**config.mk**
```make
export PLATFORM = sky130hd
export DESIGN_NAME = blit_engine
export DESIGN_NICKNAME = d
export VERILOG_FILES = /design/src/rtl/blit_pkg.sv /design/src/rtl/blit_addr_chan.sv /design/src/rtl/blit_addr_gen.sv /design/src/rtl/blit_count.sv /design/src/rtl/blit_ctrl.sv /design/src/rtl/blit_engine.sv
export SDC_FILE = /design/constraint.sdc
export NUM_CORES = 1
export LEC_CHECK = 0
export BUFFER_PORTS_ARGS = -buffer_cell sky130_fd_sc_hd__buf_2
export CAP_MARGIN = 20
export CORE_MARGIN = 10
export CORE_UTILIZATION = 50
export CTS_CLUSTER_SIZE = 28
export DETAILED_ROUTE_END_ITERATION = 10
export PLACE_DENSITY = 0.79
export SYNTH_ARGS = -nofsm -noshare
export SYNTH_HDL_FRONTEND = slang
export SYNTH_SLANG_ARGS = --single-unit
```
**constraint.sdc**
```tcl
create_clock -name clk -period 3.4 [get_ports clk]
set_clock_uncertainty 0.05 [all_clocks]
set_input_delay 0.34 -clock clk [delete_from_list [all_inputs] [get_ports clk]]
set_output_delay 0.34 -clock clk [all_outputs]
set_load 0.02 [all_outputs]
```
**src/rtl/blit_pkg.sv**
```systemverilog
package blit_pkg;
    localparam int SEL_W       = 4;
    localparam int SEL_SRC_A0  = 0;
    localparam int SEL_DST_A0  = 3;
    localparam int SEL_SRC_INC = 6;
    localparam int SEL_DST_INC = 7;
    localparam int SEL_SRC_CTL = 8;
    localparam int SEL_DST_CTL = 9;
    localparam int SEL_CNT0    = 10;
    localparam int SEL_CMD     = 12;

    typedef enum logic [1:0] {
        ST_IDLE  = 2'd0,
        ST_READ  = 2'd1,
        ST_WRITE = 2'd2,
        ST_DONE  = 2'd3
    } blit_state_e;

    // bit 0 carry-in, bit 1 sign-fill of upper step bits, bit 2 hold
    typedef struct packed {
        logic hold;
        logic fill;
        logic cin;
    } step_ctl_t;
endpackage

```
**src/rtl/blit_addr_chan.sv**
```systemverilog
module blit_addr_chan
    import blit_pkg::*;
#(
    parameter int ADDR_W  = 20,
    parameter int INC_W   = 8,
    parameter int DATA_W  = 8,
    parameter int A_BASE  = 0,
    parameter int INC_SEL = 6,
    parameter int CTL_SEL = 8
) (
    input  logic              clk,
    input  logic              rst_n,
    input  logic              cfg_we,
    input  logic [SEL_W-1:0]  cfg_sel,
    input  logic [DATA_W-1:0] cfg_wdata,
    input  logic              upd_en,
    input  logic [ADDR_W-1:0] upd_addr,
    output logic [ADDR_W-1:0] addr,
    output logic [INC_W-1:0]  inc,
    output step_ctl_t         ctl
);
    localparam int LANES = (ADDR_W + DATA_W - 1) / DATA_W;
    localparam int PAD_W = LANES * DATA_W;

    typedef struct packed {
        logic [ADDR_W-1:0] addr;
        logic [INC_W-1:0]  inc;
        step_ctl_t         ctl;
    } chan_t;

    chan_t             r_d, r_q;
    logic [PAD_W-1:0]  pad_d;

    always_comb begin
        r_d   = r_q;
        pad_d = PAD_W'(r_q.addr);
        if (upd_en) begin
            r_d.addr = upd_addr;
        end else if (cfg_we) begin
            for (int l = 0; l < LANES; l++) begin
                if (cfg_sel == SEL_W'(A_BASE + l))
                    pad_d[l*DATA_W +: DATA_W] = cfg_wdata;
            end
            r_d.addr = pad_d[ADDR_W-1:0];
            if (cfg_sel == SEL_W'(INC_SEL))
                r_d.inc = INC_W'(cfg_wdata);
            if (cfg_sel == SEL_W'(CTL_SEL))
                r_d.ctl = step_ctl_t'(cfg_wdata[2:0]);
        end
    end

    always_ff @(posedge clk) begin
        if (!rst_n) r_q <= '0;
        else        r_q <= r_d;
    end

    assign addr = r_q.addr;
    assign inc  = r_q.inc;
    assign ctl  = r_q.ctl;


    hold_keep_chk: assert property (@(posedge clk) disable iff (!rst_n)
        (upd_en && r_q.ctl.hold) |=> $stable(r_q.addr));
endmodule

```
**src/rtl/blit_addr_gen.sv**
```systemverilog
module blit_addr_gen
    import blit_pkg::*;
#(
    parameter int ADDR_W = 20,
    parameter int INC_W  = 8,
    parameter int DATA_W = 8
) (
    input  logic              clk,
    input  logic              rst_n,
    input  logic              cfg_we,
    input  logic [SEL_W-1:0]  cfg_sel,
    input  logic [DATA_W-1:0] cfg_wdata,
    input  logic              acc_en,
    input  logic              acc_dst,
    output logic [ADDR_W-1:0] bus_addr,
    output logic [ADDR_W-1:0] src_addr,
    output logic [ADDR_W-1:0] dst_addr,
    output logic [INC_W-1:0]  src_inc,
    output logic [INC_W-1:0]  dst_inc,
    output step_ctl_t         src_ctl,
    output step_ctl_t         dst_ctl
);
    localparam int NCH   = 2;
    localparam int UPR_W = ADDR_W - INC_W;

    logic [ADDR_W-1:0] ch_addr [NCH];
    logic [INC_W-1:0]  ch_inc  [NCH];
    step_ctl_t         ch_ctl  [NCH];

    logic [ADDR_W-1:0] op_a, step_ext, sum;
    logic [INC_W-1:0]  sel_inc;
    step_ctl_t         sel_ctl;

    for (genvar c = 0; c < NCH; c++) begin : g_chan
        blit_addr_chan #(
            .ADDR_W (ADDR_W),
            .INC_W  (INC_W),
            .DATA_W (DATA_W),
            .A_BASE ((c == 0) ? SEL_SRC_A0  : SEL_DST_A0),
            .INC_SEL((c == 0) ? SEL_SRC_INC : SEL_DST_INC),
            .CTL_SEL((c == 0) ? SEL_SRC_CTL : SEL_DST_CTL)
        ) u_chan (
            .clk      (clk),
            .rst_n    (rst_n),
            .cfg_we   (cfg_we),
            .cfg_sel  (cfg_sel),
            .cfg_wdata(cfg_wdata),
            .upd_en   (acc_en && (acc_dst == (c == 1))),
            .upd_addr (sum),
            .addr     (ch_addr[c]),
            .inc      (ch_inc[c]),
            .ctl      (ch_ctl[c])
        );
    end

    // one adder: operand A is whatever pointer is on the bus this cycle
    always_comb begin
        op_a     = acc_dst ? ch_addr[1] : ch_addr[0];
        sel_inc  = acc_dst ? ch_inc[1]  : ch_inc[0];
        sel_ctl  = acc_dst ? ch_ctl[1]  : ch_ctl[0];
        step_ext = sel_ctl.hold ? '0 : {{UPR_W{sel_ctl.fill}}, sel_inc};
        sum      = op_a + step_ext
                 + {{(ADDR_W-1){1'b0}}, sel_ctl.cin & ~sel_ctl.hold};
    end

    assign bus_addr = op_a;
    assign src_addr = ch_addr[0];
    assign dst_addr = ch_addr[1];
    assign src_inc  = ch_inc[0];
    assign dst_inc  = ch_inc[1];
    assign src_ctl  = ch_ctl[0];
    assign dst_ctl  = ch_ctl[1];
endmodule

```
**src/rtl/blit_count.sv**
```systemverilog
module blit_count
    import blit_pkg::*;
#(
    parameter int CNT_W  = 16,
    parameter int DATA_W = 8
) (
    input  logic              clk,
    input  logic              rst_n,
    input  logic              cfg_we,
    input  logic [SEL_W-1:0]  cfg_sel,
    input  logic [DATA_W-1:0] cfg_wdata,
    input  logic              dec,
    output logic [CNT_W-1:0]  count,
    output logic              cnt_zero,
    output logic              cnt_last
);
    localparam int LANES = CNT_W / DATA_W;

    typedef struct packed {
        logic [CNT_W-1:0] cnt;
    } cnt_reg_t;

    cnt_reg_t r_d, r_q;

    always_comb begin
        r_d = r_q;
        if (dec) begin
            r_d.cnt = r_q.cnt - 1'b1;
        end else if (cfg_we) begin
            for (int l = 0; l < LANES; l++) begin
                if (cfg_sel == SEL_W'(SEL_CNT0 + l))
                    r_d.cnt[l*DATA_W +: DATA_W] = cfg_wdata;
            end
        end
    end

    always_ff @(posedge clk) begin
        if (!rst_n) r_q <= '0;
        else        r_q <= r_d;
    end

    assign count    = r_q.cnt;
    assign cnt_zero = (r_q.cnt == '0);
    assign cnt_last = (r_q.cnt == CNT_W'(1));


    no_underflow_chk: assert property (@(posedge clk) disable iff (!rst_n)
        dec |-> !cnt_zero);
endmodule

```
**src/rtl/blit_ctrl.sv**
```systemverilog
module blit_ctrl
    import blit_pkg::*;
#(
    parameter int DATA_W = 8
) (
    input  logic              clk,
    input  logic              rst_n,
    input  logic              start_req,
    input  logic              cnt_zero,
    input  logic              cnt_last,
    input  logic [DATA_W-1:0] mem_rdata,
    output logic              mem_rd,
    output logic              mem_wr,
    output logic              cnt_dec,
    output logic              busy,
    output logic              xfer_end,
    output logic              done_flag,
    output logic [DATA_W-1:0] xfer_data
);
    typedef struct packed {
        blit_state_e       st;
        logic [DATA_W-1:0] xfer;
        logic              done;
    } ctrl_t;

    ctrl_t r_d, r_q;

    always_comb begin
        r_d     = r_q;
        cnt_dec = 1'b0;
        unique case (r_q.st)
            ST_IDLE: begin
                if (start_req && !cnt_zero) begin
                    r_d.st   = ST_READ;
                    r_d.done = 1'b0;
                end
            end
            ST_READ: begin
                r_d.xfer = mem_rdata;
                r_d.st   = ST_WRITE;
            end
            ST_WRITE: begin
                cnt_dec = 1'b1;
                if (cnt_last) begin
                    r_d.st   = ST_DONE;
                    r_d.done = 1'b1;
                end else begin
                    r_d.st = ST_READ;
                end
            end
            ST_DONE: r_d.st = ST_IDLE;
            default: r_d.st = ST_IDLE;
        endcase
    end

    always_ff @(posedge clk) begin
        if (!rst_n) r_q <= '{st: ST_IDLE, xfer: '0, done: 1'b0};
        else        r_q <= r_d;
    end

    assign mem_rd    = (r_q.st == ST_READ);
    assign mem_wr    = (r_q.st == ST_WRITE);
    assign busy      = (r_q.st != ST_IDLE);
    assign xfer_end  = (r_q.st == ST_DONE);
    assign done_flag = r_q.done;
    assign xfer_data = r_q.xfer;


    rd_then_wr_chk: assert property (@(posedge clk) disable iff (!rst_n)
        (r_q.st == ST_READ) |=> (r_q.st == ST_WRITE));

    last_done_chk: assert property (@(posedge clk) disable iff (!rst_n)
        (r_q.st == ST_WRITE && cnt_last) |=> (r_q.st == ST_DONE));

    zero_start_chk: assert property (@(posedge clk) disable iff (!rst_n)
        (r_q.st == ST_IDLE && cnt_zero) |=> (r_q.st == ST_IDLE));
endmodule

```
**src/rtl/blit_engine.sv**
```systemverilog
module blit_engine
    import blit_pkg::*;
#(
    parameter int ADDR_W = 20,
    parameter int INC_W  = 8,
    parameter int CNT_W  = 16,
    parameter int DATA_W = 8
) (
    input  logic              clk,
    input  logic              rst_n,
    input  logic [SEL_W-1:0]  cpu_sel,
    input  logic [DATA_W-1:0] cpu_wdata,
    input  logic              cpu_wr,
    input  logic              cpu_rd,
    output logic [DATA_W-1:0] cpu_rdata,
    output logic [ADDR_W-1:0] mem_addr,
    output logic [DATA_W-1:0] mem_wdata,
    input  logic [DATA_W-1:0] mem_rdata,
    output logic              mem_rd,
    output logic              mem_wr,
    output logic              busy,
    output logic              xfer_end
);
    localparam int A_LANES = (ADDR_W + DATA_W - 1) / DATA_W;
    localparam int A_PAD_W = A_LANES * DATA_W;
    localparam int C_LANES = CNT_W / DATA_W;

    logic              cfg_we, start_req, cnt_dec, cnt_zero, cnt_last, done_flag;
    logic [ADDR_W-1:0] src_addr, dst_addr;
    logic [INC_W-1:0]  src_inc, dst_inc;
    step_ctl_t         src_ctl, dst_ctl;
    logic [CNT_W-1:0]  count;
    logic [A_PAD_W-1:0] src_pad, dst_pad;
    logic [DATA_W-1:0] rd_mux;

    assign cfg_we    = cpu_wr && !busy;
    assign start_req = cpu_wr && (cpu_sel == SEL_W'(SEL_CMD)) && cpu_wdata[0];

    blit_addr_gen #(.ADDR_W(ADDR_W), .INC_W(INC_W), .DATA_W(DATA_W)) u_agen (
        .clk      (clk),
        .rst_n    (rst_n),
        .cfg_we   (cfg_we),
        .cfg_sel  (cpu_sel),
        .cfg_wdata(cpu_wdata),
        .acc_en   (mem_rd | mem_wr),
        .acc_dst  (mem_wr),
        .bus_addr (mem_addr),
        .src_addr (src_addr),
        .dst_addr (dst_addr),
        .src_inc  (src_inc),
        .dst_inc  (dst_inc),
        .src_ctl  (src_ctl),
        .dst_ctl  (dst_ctl)
    );

    blit_count #(.CNT_W(CNT_W), .DATA_W(DATA_W)) u_cnt (
        .clk      (clk),
        .rst_n    (rst_n),
        .cfg_we   (cfg_we),
        .cfg_sel  (cpu_sel),
        .cfg_wdata(cpu_wdata),
        .dec      (cnt_dec),
        .count    (count),
        .cnt_zero (cnt_zero),
        .cnt_last (cnt_last)
    );

    blit_ctrl #(.DATA_W(DATA_W)) u_ctrl (
        .clk      (clk),
        .rst_n    (rst_n),
        .start_req(start_req),
        .cnt_zero (cnt_zero),
        .cnt_last (cnt_last),
        .mem_rdata(mem_rdata),
        .mem_rd   (mem_rd),
        .mem_wr   (mem_wr),
        .cnt_dec  (cnt_dec),
        .busy     (busy),
        .xfer_end (xfer_end),
        .done_flag(done_flag),
        .xfer_data(mem_wdata)
    );

    always_comb begin
        src_pad = A_PAD_W'(src_addr);
        dst_pad = A_PAD_W'(dst_addr);
        rd_mux  = '0;
        for (int l = 0; l < A_LANES; l++) begin
            if (cpu_sel == SEL_W'(SEL_SRC_A0 + l)) rd_mux = src_pad[l*DATA_W +: DATA_W];
            if (cpu_sel == SEL_W'(SEL_DST_A0 + l)) rd_mux = dst_pad[l*DATA_W +: DATA_W];
        end
        for (int l = 0; l < C_LANES; l++) begin
            if (cpu_sel == SEL_W'(SEL_CNT0 + l)) rd_mux = count[l*DATA_W +: DATA_W];
        end
        if (cpu_sel == SEL_W'(SEL_SRC_INC)) rd_mux = DATA_W'(src_inc);
        if (cpu_sel == SEL_W'(SEL_DST_INC)) rd_mux = DATA_W'(dst_inc);
        if (cpu_sel == SEL_W'(SEL_SRC_CTL)) rd_mux = DATA_W'(src_ctl);
        if (cpu_sel == SEL_W'(SEL_DST_CTL)) rd_mux = DATA_W'(dst_ctl);
        if (cpu_sel == SEL_W'(SEL_CMD))     rd_mux = DATA_W'({done_flag, busy});
    end

    assign cpu_rdata = cpu_rd ? rd_mux : '0;


    wdata_match_chk: assert property (@(posedge clk) disable iff (!rst_n)
        mem_wr |-> (mem_wdata == $past(mem_rdata)));

    busy_cfg_chk: assert property (@(posedge clk) disable iff (!rst_n)
        (busy && cpu_wr) |=> ($stable(src_inc) && $stable(dst_inc)
                              && $stable(src_ctl) && $stable(dst_ctl)));
endmodule

```
==> results.txt, run 1 <==
TritonCTS built the clock tree. The average routed wire per standard cell came out at 19.68 um. The amount of wire on met2 after detailed routing came out at 9.329 mm. The most frequent standard cell in the layout excluding fill and tap cells is sky130_fd_sc_hd__nand2_1.

The number of hold violations in the final report was 0. The half-perimeter wire length after detailed placement came out at 14.65 mm. The antenna diode count came out at 0. The post-layout total power came out at 2.310 mW. The die is 129.3 um wide.

The top achievable clock speed is 297.6 MHz. The post-synthesis sequential area ratio came out at 0.2984. The worst endpoint required time is 3620 ps.

The final setup violation count came out at 0. Leaving out fill and tap cells, the most frequent cells in the layout are sky130_fd_sc_hd__nand2_1 (171), sky130_fd_sc_hd__nor2_1 (109), sky130_fd_sc_hd__dfxtp_1 (88), sky130_fd_sc_hd__a21oi_1 (83), sky130_fd_sc_hd__buf_2 (63). At the end of routability-driven placement, the weighted congestion stood at 1.014.

The biggest area contributor in the post-synthesis netlist is sky130_fd_sc_hd__dfxtp_1. The register-to-register setup slack is 40 ps. The max-slew violation total from the final report was 0. The clock reaches the later pin of the worst-skew pair after 350 ps. In this run the worst hold path is classified as input port to flop. Among all flip-flop cells after synthesis, the most frequent one is sky130_fd_sc_hd__dfxtp_1. The number of buffers created by CTS is 9. The worst-case IR drop observed on VDD is 0.2954 mV.

The clock transition at the register clock pins on the worst setup and hold paths after CTS is 60 ps. After synthesis the cells add up to 5971 um^2. By area the synthesized netlist is led by sky130_fd_sc_hd__dfxtp_1 (30%), sky130_fd_sc_hd__nand2_1 (11%), sky130_fd_sc_hd__a21oi_1 (7.0%). The proportion of layout cells with a drive suffix above 1 is 0.1579.

The port buffer count came out at 63. The total power divided by cell area is 338.3 nW/um^2. For this run, the total global-route usage over all layers was measured as 0.2410. The maximum buffer depth of the clock tree is 2. The synthesized netlist cell count came out at 844. The total number of H-tree levels came out at 3.

The detailed router put a total of 8.223 mm of wire on met1. The detail route stage leaves a number of antenna-violating nets equal to 0. For this run, the post-layout net count is 935. The wire length of the first global-routing pass is 32.49 mm. Clock tree synthesis found a total of 89 sinks. The highest layer touched by signal routing is met4. After detailed routing, the number of remaining DRC violations is 0. The critical path arrival came out at 3580 ps. The flow ran to the end, and the final reports show no timing, DRC or antenna violations. The total length of routed met3 wires is 2.079 mm.

The final standard cell utilization of the core came out at 0.5905. The count of warnings emitted by yosys came out at 0. For this configuration, the core starts out at a cell density of 0.5163. After floorplanning, the core was divided into 39 placement rows. STA classifies the critical path endpoint as a flop.

The final layout contains routed wiring with a total length of 20.39 mm. The share of synthesized flip-flops with an asynchronous set or reset came out at 0. The worst setup path is of the flop to flop kind. The worst setup path is launched from a flop. The worst max-slew margin expressed relative to the limit is 0.3127.

The count of routing violations after the opening detailed-route iteration is 796. The worst-path maximum fanout is 26. The number of vias after detailed routing is 6648.

The number of nets produced by synthesis came out at 890. The aggregate negative setup slack is 0 ps. The core area is 11560 um^2. During I/O placement, the number of pins put on the boundary was 64. The average instance area after synthesis came out at 7.074 um^2. The leakage power total came out at 2.769 nW.

Compared with the post-synthesis result, the final layout area differs by 14.38%. The maximum number of pins on one net before global-route repair is 59. The flop and latch count out of synthesis is 89. The minimum period implied by the final worst setup slack is 3361 ps. The count of unique library cells instantiated by Yosys is 60. The detailed-route vias per instance came out at 6.417. The via count of the first global-routing pass came out at 6115. The final clock period utilization by the worst path came out at 0.9884. The count of flip-flops with a built-in enable after synthesis is 0. Summed over all layers, the global routing overflow is 0. The die is 129.3 um tall. The cell at the root of the clock tree is sky130_fd_sc_hd__clkbuf_16. The worst hold slack is 173.2 ps. For the pin with the worst max-slew slack, the measured transition is 1029 ps. The number of antenna violations at the first check in global routing came to 0. The area fraction of the dominant cell type after synthesis is 0.2984. The first detailed-routing pass took 6 iterations. Setup repair after global routing could not meet its margin everywhere. The number of max-cap violations came out at 0. The die covers 16710 um^2.
==> cells by family (layout without fill, tap and decap cells) <==
family / after synthesis / after routing / synth area share
multiplexers: 23 / 23 / 0.03919
AND/OR/NAND/NOR: 391 / 391 / 0.2911
adder cells (fa/ha/maj): 22 / 22 / 0.04862
buffers and inverters: 72 / 121 / 0.05134
XOR/XNOR: 14 / 14 / 0.02054
AO/OA/AOI/OAI: 233 / 233 / 0.2508
flip-flops: 89 / 89 / 0.2984
==> final timing paths <==
path                                     startpoint                                to  cells after the start
worst max-delay path                  u_ctrl.r_q[9]  u_agen.g_chan[1].u_chan.addr[18]                     16
worst min-delay path                   mem_rdata[3]               u_ctrl.xfer_data[3]                      3
worst max register to register        u_ctrl.r_q[9]  u_agen.g_chan[1].u_chan.addr[18]                     16
worst min register to register  u_ctrl.xfer_data[5]               u_ctrl.xfer_data[5]                      2
==> worst max-delay path, cell delays in order (launching register included) <==
cell and delay (ps):
sky130_fd_sc_hd__dfxtp_4 380, sky130_fd_sc_hd__nand2b_4 160, sky130_fd_sc_hd__clkinvlp_4 150, sky130_fd_sc_hd__buf_8 200, sky130_fd_sc_hd__nand2_1 90, sky130_fd_sc_hd__nand2_2 60, sky130_fd_sc_hd__fa_1 440, sky130_fd_sc_hd__inv_1 80
sky130_fd_sc_hd__fa_2 220, sky130_fd_sc_hd__nor2b_2 50, sky130_fd_sc_hd__o31a_1 260, sky130_fd_sc_hd__o211ai_1 210, sky130_fd_sc_hd__buf_4 180, sky130_fd_sc_hd__a31oi_4 120, sky130_fd_sc_hd__a31oi_4 260, sky130_fd_sc_hd__mux2i_1 230
sky130_fd_sc_hd__o21bai_1 130
==> timing repair <==
| item | 4_1_cts | 5_1_grt |
|---|---|---|
| hold buffers | 0 | 0 |
| setup endpoints to repair | 5 | 19 |
| buffers inserted | 0 | 2 |
| pin swaps | 2 | 5 |
| gates resized for setup | 3 | 19 |
==> metal layers <==
metal,up-vias,global-route usage
li1,3104,-
met1,3093,0.3072
met2,393,0.3874
met3,58,0.05261
met4,0,0.09766
met5,-,0
==> stage by stage <==
| step | cell area (um^2) | instances | setup WS, ps |
|---|---|---|---|
| floorplan | 5997 | 844 | 42.66 |
| global placement | 6442 | 1019 | 49.78 |
| detailed placement | 6442 | 1019 | -38.49 |
| CTS | 6741 | 1034 | -8.294 |
| global route | 6829 | 1036 | -84.24 |
| finish | 6829 | 1036 | 39.28 |
==> layout make-up <==
class	instances	area [um^2]
Multi-Input combinational cell	683	3965
Fill cell	1058	4736
Tap cell	143	178.9
Clock buffer	11	232.7
Timing Repair Buffer	92	556.8
Inverter	14	56.30
Clock inverter	4	53.80
Sequential cell	89	1785
==> state kept, by name, summed over array words and instances, names as in the netlist <==
name                       flops
u_agen.g_chan.u_chan.ctl       6
u_cnt.count                   16
u_agen.g_chan.u_chan.inc      16
u_ctrl.xfer_data               8
u_ctrl.r_q                     2
u_ctrl.done_flag               1
u_agen.g_chan.u_chan.addr     40
==> power by group <==
part,switching (mW),internal [mW]
Sequential,0.0146,1.05
Combinational,0.170,0.0743
Clock,0.429,0.569
==> synth_stat cells, types with 6 or more instances <==
cell type,count
sky130_fd_sc_hd__a22oi_1,16
sky130_fd_sc_hd__nand2_1,173
sky130_fd_sc_hd__a21o_1,9
sky130_fd_sc_hd__inv_1,14
sky130_fd_sc_hd__nand3_1,36
sky130_fd_sc_hd__buf_1,6
sky130_fd_sc_hd__nand2b_1,10
sky130_fd_sc_hd__ha_1,20
sky130_fd_sc_hd__a211oi_1,12
sky130_fd_sc_hd__dfxtp_1,89
sky130_fd_sc_hd__a221oi_1,16
sky130_fd_sc_hd__buf_4,8
sky130_fd_sc_hd__nor2_1,109
sky130_fd_sc_hd__o221ai_1,6
sky130_fd_sc_hd__xnor2_1,9
sky130_fd_sc_hd__o211ai_1,7
sky130_fd_sc_hd__o21ai_0,37
sky130_fd_sc_hd__a21oi_1,84
sky130_fd_sc_hd__nand4_1,7
sky130_fd_sc_hd__nor2b_1,9
sky130_fd_sc_hd__clkbuf_1,39
sky130_fd_sc_hd__nor3_1,10
sky130_fd_sc_hd__o22ai_1,8
sky130_fd_sc_hd__o221a_2,6
sky130_fd_sc_hd__a31oi_1,10
sky130_fd_sc_hd__mux2i_1,20
(Power assumes the default switching activity.)
==> run 2: changes to the inputs <==
--- a/config.mk
+++ b/config.mk
@@ -7,11 +7,12 @@
 export LEC_CHECK = 0
 export BUFFER_PORTS_ARGS = -buffer_cell sky130_fd_sc_hd__buf_2
 export CAP_MARGIN = 20
+export CORE_ASPECT_RATIO = 0.5
 export CORE_MARGIN = 10
 export CORE_UTILIZATION = 50
 export CTS_CLUSTER_SIZE = 28
 export DETAILED_ROUTE_END_ITERATION = 10
-export PLACE_DENSITY = 0.79
+export PLACE_DENSITY = 0.72
 export SYNTH_ARGS = -nofsm -noshare
 export SYNTH_HDL_FRONTEND = slang
 export SYNTH_SLANG_ARGS = --single-unit
==> results.txt, run 2 (same netlist as run 1, synthesis figures left out) <==
Outcome: complete, no violations (unchanged). The met2 track demand over resource came out at 0.3472 (was 0.3874). The worst max-slew margin expressed relative to the limit came out at 0.3151 (was 0.3127). The die boundary height is 97.27 um (was 129.3 um). The total number of H-tree levels came out at 3 (unchanged). The worst-path maximum fanout is 15 (was 26). The delay of the slowest cell on the worst path was 410 ps (was 440 ps).

The core area came to 11740 um^2 (was 11560 um^2). The buffers plus inverters on the worst setup path came to 3 (was 4). The leakage power total is 2.774 nW (was 2.769 nW). The total power divided by cell area is 342.7 nW/um^2 (was 338.3 nW/um^2). The global routing usage on met3 was 0.05702 (was 0.05261). The cell family with the largest share of critical-path delay is compound AO/OA/AOI/OAI gates (unchanged). The maximum buffer depth of the clock tree is 2 (unchanged). The final setup violation count was 0 (unchanged). CP Cell Sequence: nand2b_4, buf_4, nand2_1, nand2_2, a21oi_2, fa_1, inv_1, fa_1, nor2b_2, o31a_1, o211ai_1, buf_4, a31oi_4, a31oi_2, mux2i_1, o21bai_1 (was nand2b_4, clkinvlp_4, buf_8, nand2_1, nand2_2, fa_1, inv_1, fa_2, nor2b_2, o31a_1, o211ai_1, buf_4, a31oi_4, a31oi_4, mux2i_1, o21bai_1). The number of nets in the layout is 937 (was 935). Top library cells by usage in the layout, fill and taps aside: sky130_fd_sc_hd__nand2_1 (171), sky130_fd_sc_hd__nor2_1 (109), sky130_fd_sc_hd__dfxtp_1 (88), sky130_fd_sc_hd__a21oi_1 (81), sky130_fd_sc_hd__buf_2 (63) (was sky130_fd_sc_hd__nand2_1 (171), sky130_fd_sc_hd__nor2_1 (109), sky130_fd_sc_hd__dfxtp_1 (88), sky130_fd_sc_hd__a21oi_1 (83), sky130_fd_sc_hd__buf_2 (63)). The aggregate negative setup slack is 0 ps (unchanged). The slew at the pin closest to its max-slew limit is 1024 ps (was 1029 ps). The filler-free cell count of the finished design is 1060 (was 1036).

The port buffer count is 63 (unchanged). The internal power component is 1.699 mW (was 1.697 mW). The number of hold violations in the final report is 0 (unchanged). The most frequent standard cell in the layout excluding fill and tap cells is sky130_fd_sc_hd__nand2_1 (unchanged).

The wire length of the first global-routing pass is 33.13 mm (was 32.49 mm). The worst hold slack came out at 161.0 ps (was 173.2 ps). The final routed DRC violation total is 0 (unchanged).

The total wire length after detailed routing came out at 21.89 mm (was 20.39 mm). The number of antenna violations at the first check in global routing is 0 (unchanged). The combinational cell fraction of total power came to 0.106 (about the same). The clock insertion delay at the later pin of the skew report is 360 ps (was 350 ps). The category of the critical setup timing path is flop to flop (unchanged). The via count of the first global-routing pass was 5685 (was 6115). The total number of clock tree sinks is 89 (unchanged).

The average routed wire per standard cell is 20.65 um (was 19.68 um). The half-perimeter wire length after detailed placement came out at 15.81 mm (was 14.65 mm). The flip-flop count of the largest register after layout came to 40 (unchanged). The clock network power share is 0.438 (was 0.432).

The minimum period implied by the final worst setup slack came to 3275 ps (was 3361 ps). The clock transition at the register clock pins on the worst setup and hold paths after CTS is 70 ps (was 60 ps). The part of the power in registers came to 0.456 (was 0.462). The count of routing violations after the opening detailed-route iteration was 1202 (was 796). The net switching power came out at 0.6458 mW (was 0.6136 mW). The total of fill cells in the finished design came out at 1104 (was 1058). The number of cell rows was 28 (was 39). The register-to-register setup slack is 130 ps (was 40 ps). The class of the most critical hold timing path is input port to flop (unchanged). The critical path arrival came out at 3520 ps (was 3580 ps).

The layer with the highest usage is met1 (was met2). The post-layout total power is 2.344 mW (was 2.310 mW). The worst endpoint required time was 3640 ps (was 3620 ps).

The number of top-level design ports came to 64 (unchanged). The critical path's slowest cell is sky130_fd_sc_hd__fa_1 (unchanged). The maximum number of pins on one net before global-route repair came out at 52 (was 59).

The horizontal die dimension is 174.5 um (was 129.3 um). The switching share of total power is 0.2755 (was 0.2656). The number of buffers created by CTS is 9 (unchanged). The proportion of layout cells with a drive suffix above 1 is 0.1598 (was 0.1579). The placed cell count is 1042 (was 1019). The area growth from synthesis to final layout came out at 14.59% (was 14.38%). The number of nets still failing antenna checks after routing came out at 0 (unchanged).

The starting density of the core came out at 0.5087 (was 0.5163). The number of max-cap violations came out at 0 (unchanged). The met1 routing resource usage after global routing is 0.3533 (was 0.3072). The top achievable clock speed came out at 305.4 MHz (was 297.6 MHz). The clock tree from TritonCTS is done (unchanged). The final global-route overflow total is 0 (unchanged). The first-pass detailed-route iteration total is 7 (was 6). The antenna diode count is 0 (unchanged). The type of element launching the critical path is a flop (unchanged). The overall routing resource usage was 0.2419 (was 0.2410). The weighted congestion at the end of routability-driven global placement came out at 1.022 (was 1.014).

The endpoint kind of the worst setup timing path was a flop (unchanged). The cell at the root of the clock tree was sky130_fd_sc_hd__clkbuf_16 (unchanged). The overall die area is 16980 um^2 (was 16710 um^2). The maximum resistive drop on vdd is 0.1859 mV (was 0.2954 mV). The detailed-route vias per instance came out at 6.320 (was 6.417). The max-slew violation total from the final report is 0 (unchanged). The number of vias after detailed routing is 6699 (was 6648). The final clock period utilization by the worst path came out at 0.9632 (was 0.9884).
==> run 2: cell count changes in the layout (fill, tap and decap cells not counted), sizes merged <==
cell    previous run  this run
clkbuf            11         9
clkinv             0         2
buf               92        94
==> run 2: routing by layer <==
metal	wire, um	part of all wire
met1	9687	0.44
met2	9154	0.42
met3	2588	0.12
met4	457	0.021
met5	0	0
==> run 2: worst register-to-register path: stages (launching register included) <==
cell and delay [ps]:
sky130_fd_sc_hd__dfxtp_2 320, sky130_fd_sc_hd__nand2b_4 130, sky130_fd_sc_hd__buf_4 210, sky130_fd_sc_hd__nand2_1 90, sky130_fd_sc_hd__nand2_2 170, sky130_fd_sc_hd__a21oi_2 60
sky130_fd_sc_hd__fa_1 410, sky130_fd_sc_hd__inv_1 80, sky130_fd_sc_hd__fa_1 240, sky130_fd_sc_hd__nor2b_2 60, sky130_fd_sc_hd__o31a_1 300, sky130_fd_sc_hd__o211ai_1 180
sky130_fd_sc_hd__buf_4 160, sky130_fd_sc_hd__a31oi_4 130, sky130_fd_sc_hd__a31oi_2 280, sky130_fd_sc_hd__mux2i_1 210, sky130_fd_sc_hd__o21bai_1 120
==> run 2: power groups by stage <==
stage,clock network (mW),logic [mW],registers (mW)
3_3_place_gp,0,0.237,1.09
5_1_grt,1.08,0.264,1.07
4_1_cts,1.03,0.240,1.07
2_1_floorplan,0,0.156,1.09
6_report,1.03,0.249,1.07
3_5_place_dp,0,0.239,1.09
==> run 2: what timing repair did <==
item / in CTS / in global routing
setup buffers: 0 / 3
gates cloned: 0 / 0
hold buffers: 0 / 0
resized for setup: 1 / 13
endpoints found under the setup margin: 3 / 16
pin swaps: 0 / 1
==> run 2: area by class of cell <==
| type | instances | area (um^2) | area share |
|---|---|---|---|
| multi-input combinational | 683 | 3954 | 0.5779 |
| sequential | 89 | 1783 | 0.2606 |
| timing repair buffer | 94 | 551.8 | 0.08065 |
| clock buffer | 9 | 225.2 | 0.03292 |
| tap | 165 | 206.4 | 0.03018 |
| clock inverter | 6 | 68.82 | 0.01006 |
| inverter | 14 | 52.55 | 0.007681 |
==> run 2: through the flow <==
stage | setup slack [ps] | util | area (um^2)
finish | 125.3 | 0.5829 | 6842
global route | -29.30 | 0.5829 | 6842
CTS | -0.6488 | 0.5764 | 6765
detailed placement | -7.350 | 0.5509 | 6465
global placement | 142.2 | 0.5502 | 6457
floorplan | 42.66 | - | 5997
==> run 2: final timing paths <==
path | start | endpoint | cells past startpoint
max | u_ctrl.r_q[9] | u_agen.g_chan[0].u_chan.addr[18] | 16
min | mem_rdata[4] | u_ctrl.xfer_data[4] | 3
max reg2reg | u_ctrl.r_q[9] | u_agen.g_chan[0].u_chan.addr[18] | 16
min reg2reg | u_ctrl.xfer_data[7] | u_ctrl.xfer_data[7] | 2
==> run 3: changes to the inputs <==
--- a/config.mk
+++ b/config.mk
@@ -9,10 +9,10 @@
 export CAP_MARGIN = 20
 export CORE_ASPECT_RATIO = 0.5
 export CORE_MARGIN = 10
-export CORE_UTILIZATION = 50
+export CORE_UTILIZATION = 54
 export CTS_CLUSTER_SIZE = 28
 export DETAILED_ROUTE_END_ITERATION = 10
-export PLACE_DENSITY = 0.72
+export PLACE_DENSITY = 0.77
 export SYNTH_ARGS = -nofsm -noshare
 export SYNTH_HDL_FRONTEND = slang
 export SYNTH_SLANG_ARGS = --single-unit
==> results.txt, run 3 (same netlist as run 1, synthesis figures left out) <==
The total power divided by cell area is 367.0 nW/um^2 (was 342.7 nW/um^2). The horizontal die dimension came out at 168.7 um (was 174.5 um). The clock tree from TritonCTS was done (unchanged). The total wire length after detailed routing came to 21.72 mm (was 21.89 mm). The half-perimeter wire length after detailed placement came out at 16.07 mm (was 15.81 mm).

The proportion of layout cells with a drive suffix above 1 was 0.1523 (was 0.1598). The cell at the root of the clock tree is sky130_fd_sc_hd__clkbuf_16 (unchanged). The number of hold violations in the final report came out at 0 (unchanged). The maximum buffer depth of the clock tree is 2 (unchanged). Outcome: complete, no violations (unchanged). The delay of the slowest cell on the worst path came out at 450 ps (was 410 ps).

The maximum number of pins on one net before global-route repair came to 40 (was 52). The total number of H-tree levels came out at 3 (unchanged). The clock transition at the register clock pins on the worst setup and hold paths after CTS came to 70 ps (about the same). The number of vias after detailed routing came out at 6661 (was 6699).

CP Cell Sequence: nand2b_4, clkinv_1, buf_4, nand2_1, nand2_2, fa_1, inv_1, fa_1, nor2b_1, o31a_1, o211ai_1, buf_4, a31oi_4, a31oi_2, mux2i_1, o21bai_1 (was nand2b_4, buf_4, nand2_1, nand2_2, a21oi_2, fa_1, inv_1, fa_1, nor2b_2, o31a_1, o211ai_1, buf_4, a31oi_4, a31oi_2, mux2i_1, o21bai_1). The top achievable clock speed is 302.8 MHz (was 305.4 MHz). The area growth from synthesis to final layout came out at 14.79% (was 14.59%). The worst max-slew margin expressed relative to the limit came to 0.2822 (was 0.3151). The max-slew violation total from the final report is 0 (unchanged). The clock insertion delay at the later pin of the skew report came out at 350 ps (was 360 ps). The number of antenna violations at the first check in global routing is 0 (unchanged). The placed cell count came out at 1021 (was 1042). The total number of clock tree sinks came out at 89 (unchanged). The detailed-route vias per instance came out at 6.417 (was 6.320). The class of the most critical hold timing path was input port to flop (unchanged). The wire length of the first global-routing pass came out at 33.00 mm (was 33.13 mm). The post-placement setup slack came out at 53.52 ps (was -7.350 ps). The reg-to-reg critical path startpoint is u_ctrl.r_q[9] (unchanged). The overall die area is 15920 um^2 (was 16980 um^2).

The final routed DRC violation total came out at 0 (unchanged). The number of nets still failing antenna checks after routing was 0 (unchanged). The flip-flop count of the largest register after layout is 40 (unchanged). The worst setup margin came out at 97.59 ps (was 125.3 ps). The start point of the worst min-delay path is mem_rdata[3] (was mem_rdata[4]). The die boundary height was 94.36 um (was 97.27 um). The core area came out at 10910 um^2 (was 11740 um^2). The number of buffers created by CTS came out at 9 (unchanged).

The number of top-level design ports came out at 64 (unchanged). The number of cell rows came out at 27 (was 28). The endpoint kind of the worst setup timing path was a flop (unchanged). The first-pass detailed-route iteration total came out at 6 (was 7). The buffers plus inverters on the worst setup path was 4 (was 3).

The weighted congestion at the end of routability-driven global placement came out at 1.016 (was 1.022). The hold buffer count at CTS came to 0 (unchanged). The maximum resistive drop on vdd is 0.2359 mV (was 0.1859 mV).

The filler-free cell count of the finished design came out at 1038 (was 1060). The worst-path maximum fanout is 14 (was 15). The number of nets in the layout came to 934 (was 937). The final clock period utilization by the worst path came out at 0.9713 (was 0.9632). The overall routing resource usage came out at 0.2601 (was 0.2419). The type of element launching the critical path is a flop (unchanged). The average routed wire per standard cell is 20.92 um (was 20.65 um). The area of all placed cells without fillers is 6854 um^2 (was 6842 um^2). The critical path's slowest cell was sky130_fd_sc_hd__fa_1 (unchanged). The port buffer count is 63 (unchanged).

The final global-route overflow total is 0 (unchanged). The leakage power total is 2.790 nW (was 2.774 nW). The slew at the pin closest to its max-slew limit is 1073 ps (was 1024 ps). The minimum period implied by the final worst setup slack came out at 3302 ps (was 3275 ps). The launching element of the worst setup path was u_ctrl.r_q[9] (unchanged). The via count of the first global-routing pass came out at 5802 (was 5685). The worst endpoint required time came to 3630 ps (was 3640 ps). The post-detailed-placement cell area came out at 6445 um^2 (was 6465 um^2). The antenna diode count came out at 0 (unchanged). The total of fill cells in the finished design came to 1001 (was 1104). The count of routing violations after the opening detailed-route iteration is 826 (was 1202).

The number of max-cap violations came out at 0 (unchanged). The most frequent standard cell in the layout excluding fill and tap cells is sky130_fd_sc_hd__nand2_1 (unchanged). The post-layout total power is 2.515 mW (was 2.344 mW). The category of the critical setup timing path is flop to flop (unchanged).

The final setup violation count came out at 0 (unchanged). The critical path arrival came to 3530 ps (was 3520 ps). The aggregate negative setup slack came out at 0 ps (unchanged). The cell family with the largest share of critical-path delay is compound AO/OA/AOI/OAI gates (unchanged).

Top library cells by usage in the layout, fill and taps aside: sky130_fd_sc_hd__nand2_1 (172), sky130_fd_sc_hd__nor2_1 (109), sky130_fd_sc_hd__dfxtp_1 (88), sky130_fd_sc_hd__a21oi_1 (84), sky130_fd_sc_hd__buf_2 (63) (was sky130_fd_sc_hd__nand2_1 (171), sky130_fd_sc_hd__nor2_1 (109), sky130_fd_sc_hd__dfxtp_1 (88), sky130_fd_sc_hd__a21oi_1 (81), sky130_fd_sc_hd__buf_2 (63)). The starting density of the core came out at 0.5472 (was 0.5087).
-- run 3: changes by cell type in the layout (fill, tap and decap cells not counted), moves of 2 or more --
cell | previous run | this run
sky130_fd_sc_hd__a21oi_2 | 3 | 0
sky130_fd_sc_hd__buf_4 | 30 | 27
sky130_fd_sc_hd__bufinv_16 | 1 | 3
sky130_fd_sc_hd__a21oi_1 | 81 | 84
sky130_fd_sc_hd__clkbuf_8 | 0 | 2
sky130_fd_sc_hd__clkinvlp_4 | 3 | 0
-- run 3: path summary, 6_finish.rpt --
check | end | depth (start not counted) | slack (ps)
worst max-delay path | u_agen.g_chan[0].u_chan.addr[18] | 16 | 100
worst min-delay path | u_ctrl.xfer_data[3] | 3 | 170
worst min register to register | u_ctrl.xfer_data[4] | 2 | 400
worst max register to register | u_agen.g_chan[0].u_chan.addr[18] | 16 | 100
-- run 3: layer usage --
metal,wire length [um],share of wire,vias to the layer above,track usage
met3,2953,0.14,54,0.07753
met1,9442,0.43,3066,0.3701
met5,0,0,-,0
met4,560,0.026,0,0.07565
met2,8761,0.40,449,0.3703
li1,-,-,3092,-
-- run 3: repair_timing --
action,in CTS,in global routing
endpoints found under the setup margin,0,13
gates resized for setup,0,8
setup buffers,0,1
-- run 3: final cells by class --
| type | instances | area (um^2) | share of cell area |
|---|---|---|---|
| clock buffer | 12 | 256.5 | 0.03742 |
| sequential | 89 | 1783 | 0.2601 |
| clock inverter | 4 | 98.84 | 0.01442 |
| inverter | 14 | 52.55 | 0.007667 |
| multi-input combinational | 683 | 3944 | 0.5754 |
| tap | 145 | 181.4 | 0.02647 |
| timing repair buffer | 91 | 538.0 | 0.07850 |
-- run 3: metrics by stage --
| step | utilization | hold slack (ps) |
|---|---|---|
| 2_1_floorplan | - | 386.7 |
| 3_3_place_gp | 0.5900 | 388.3 |
| 3_5_place_dp | 0.5906 | 393.1 |
| 4_1_cts | 0.6232 | 176.1 |
| 5_1_grt | 0.6281 | 184.5 |
| 6_report | 0.6281 | 174.4 |
-- run 3: tightest hold or removal path, stage by stage --
cell	delay, ps
sky130_fd_sc_hd__buf_2	90
sky130_fd_sc_hd__nand2_1	40
sky130_fd_sc_hd__a21oi_1	50
-- run 3: report_power, final --
group          switching [mW]  internal (mW)
sequential             0.0157           1.05
combinational           0.176         0.0750
clock                   0.434          0.761
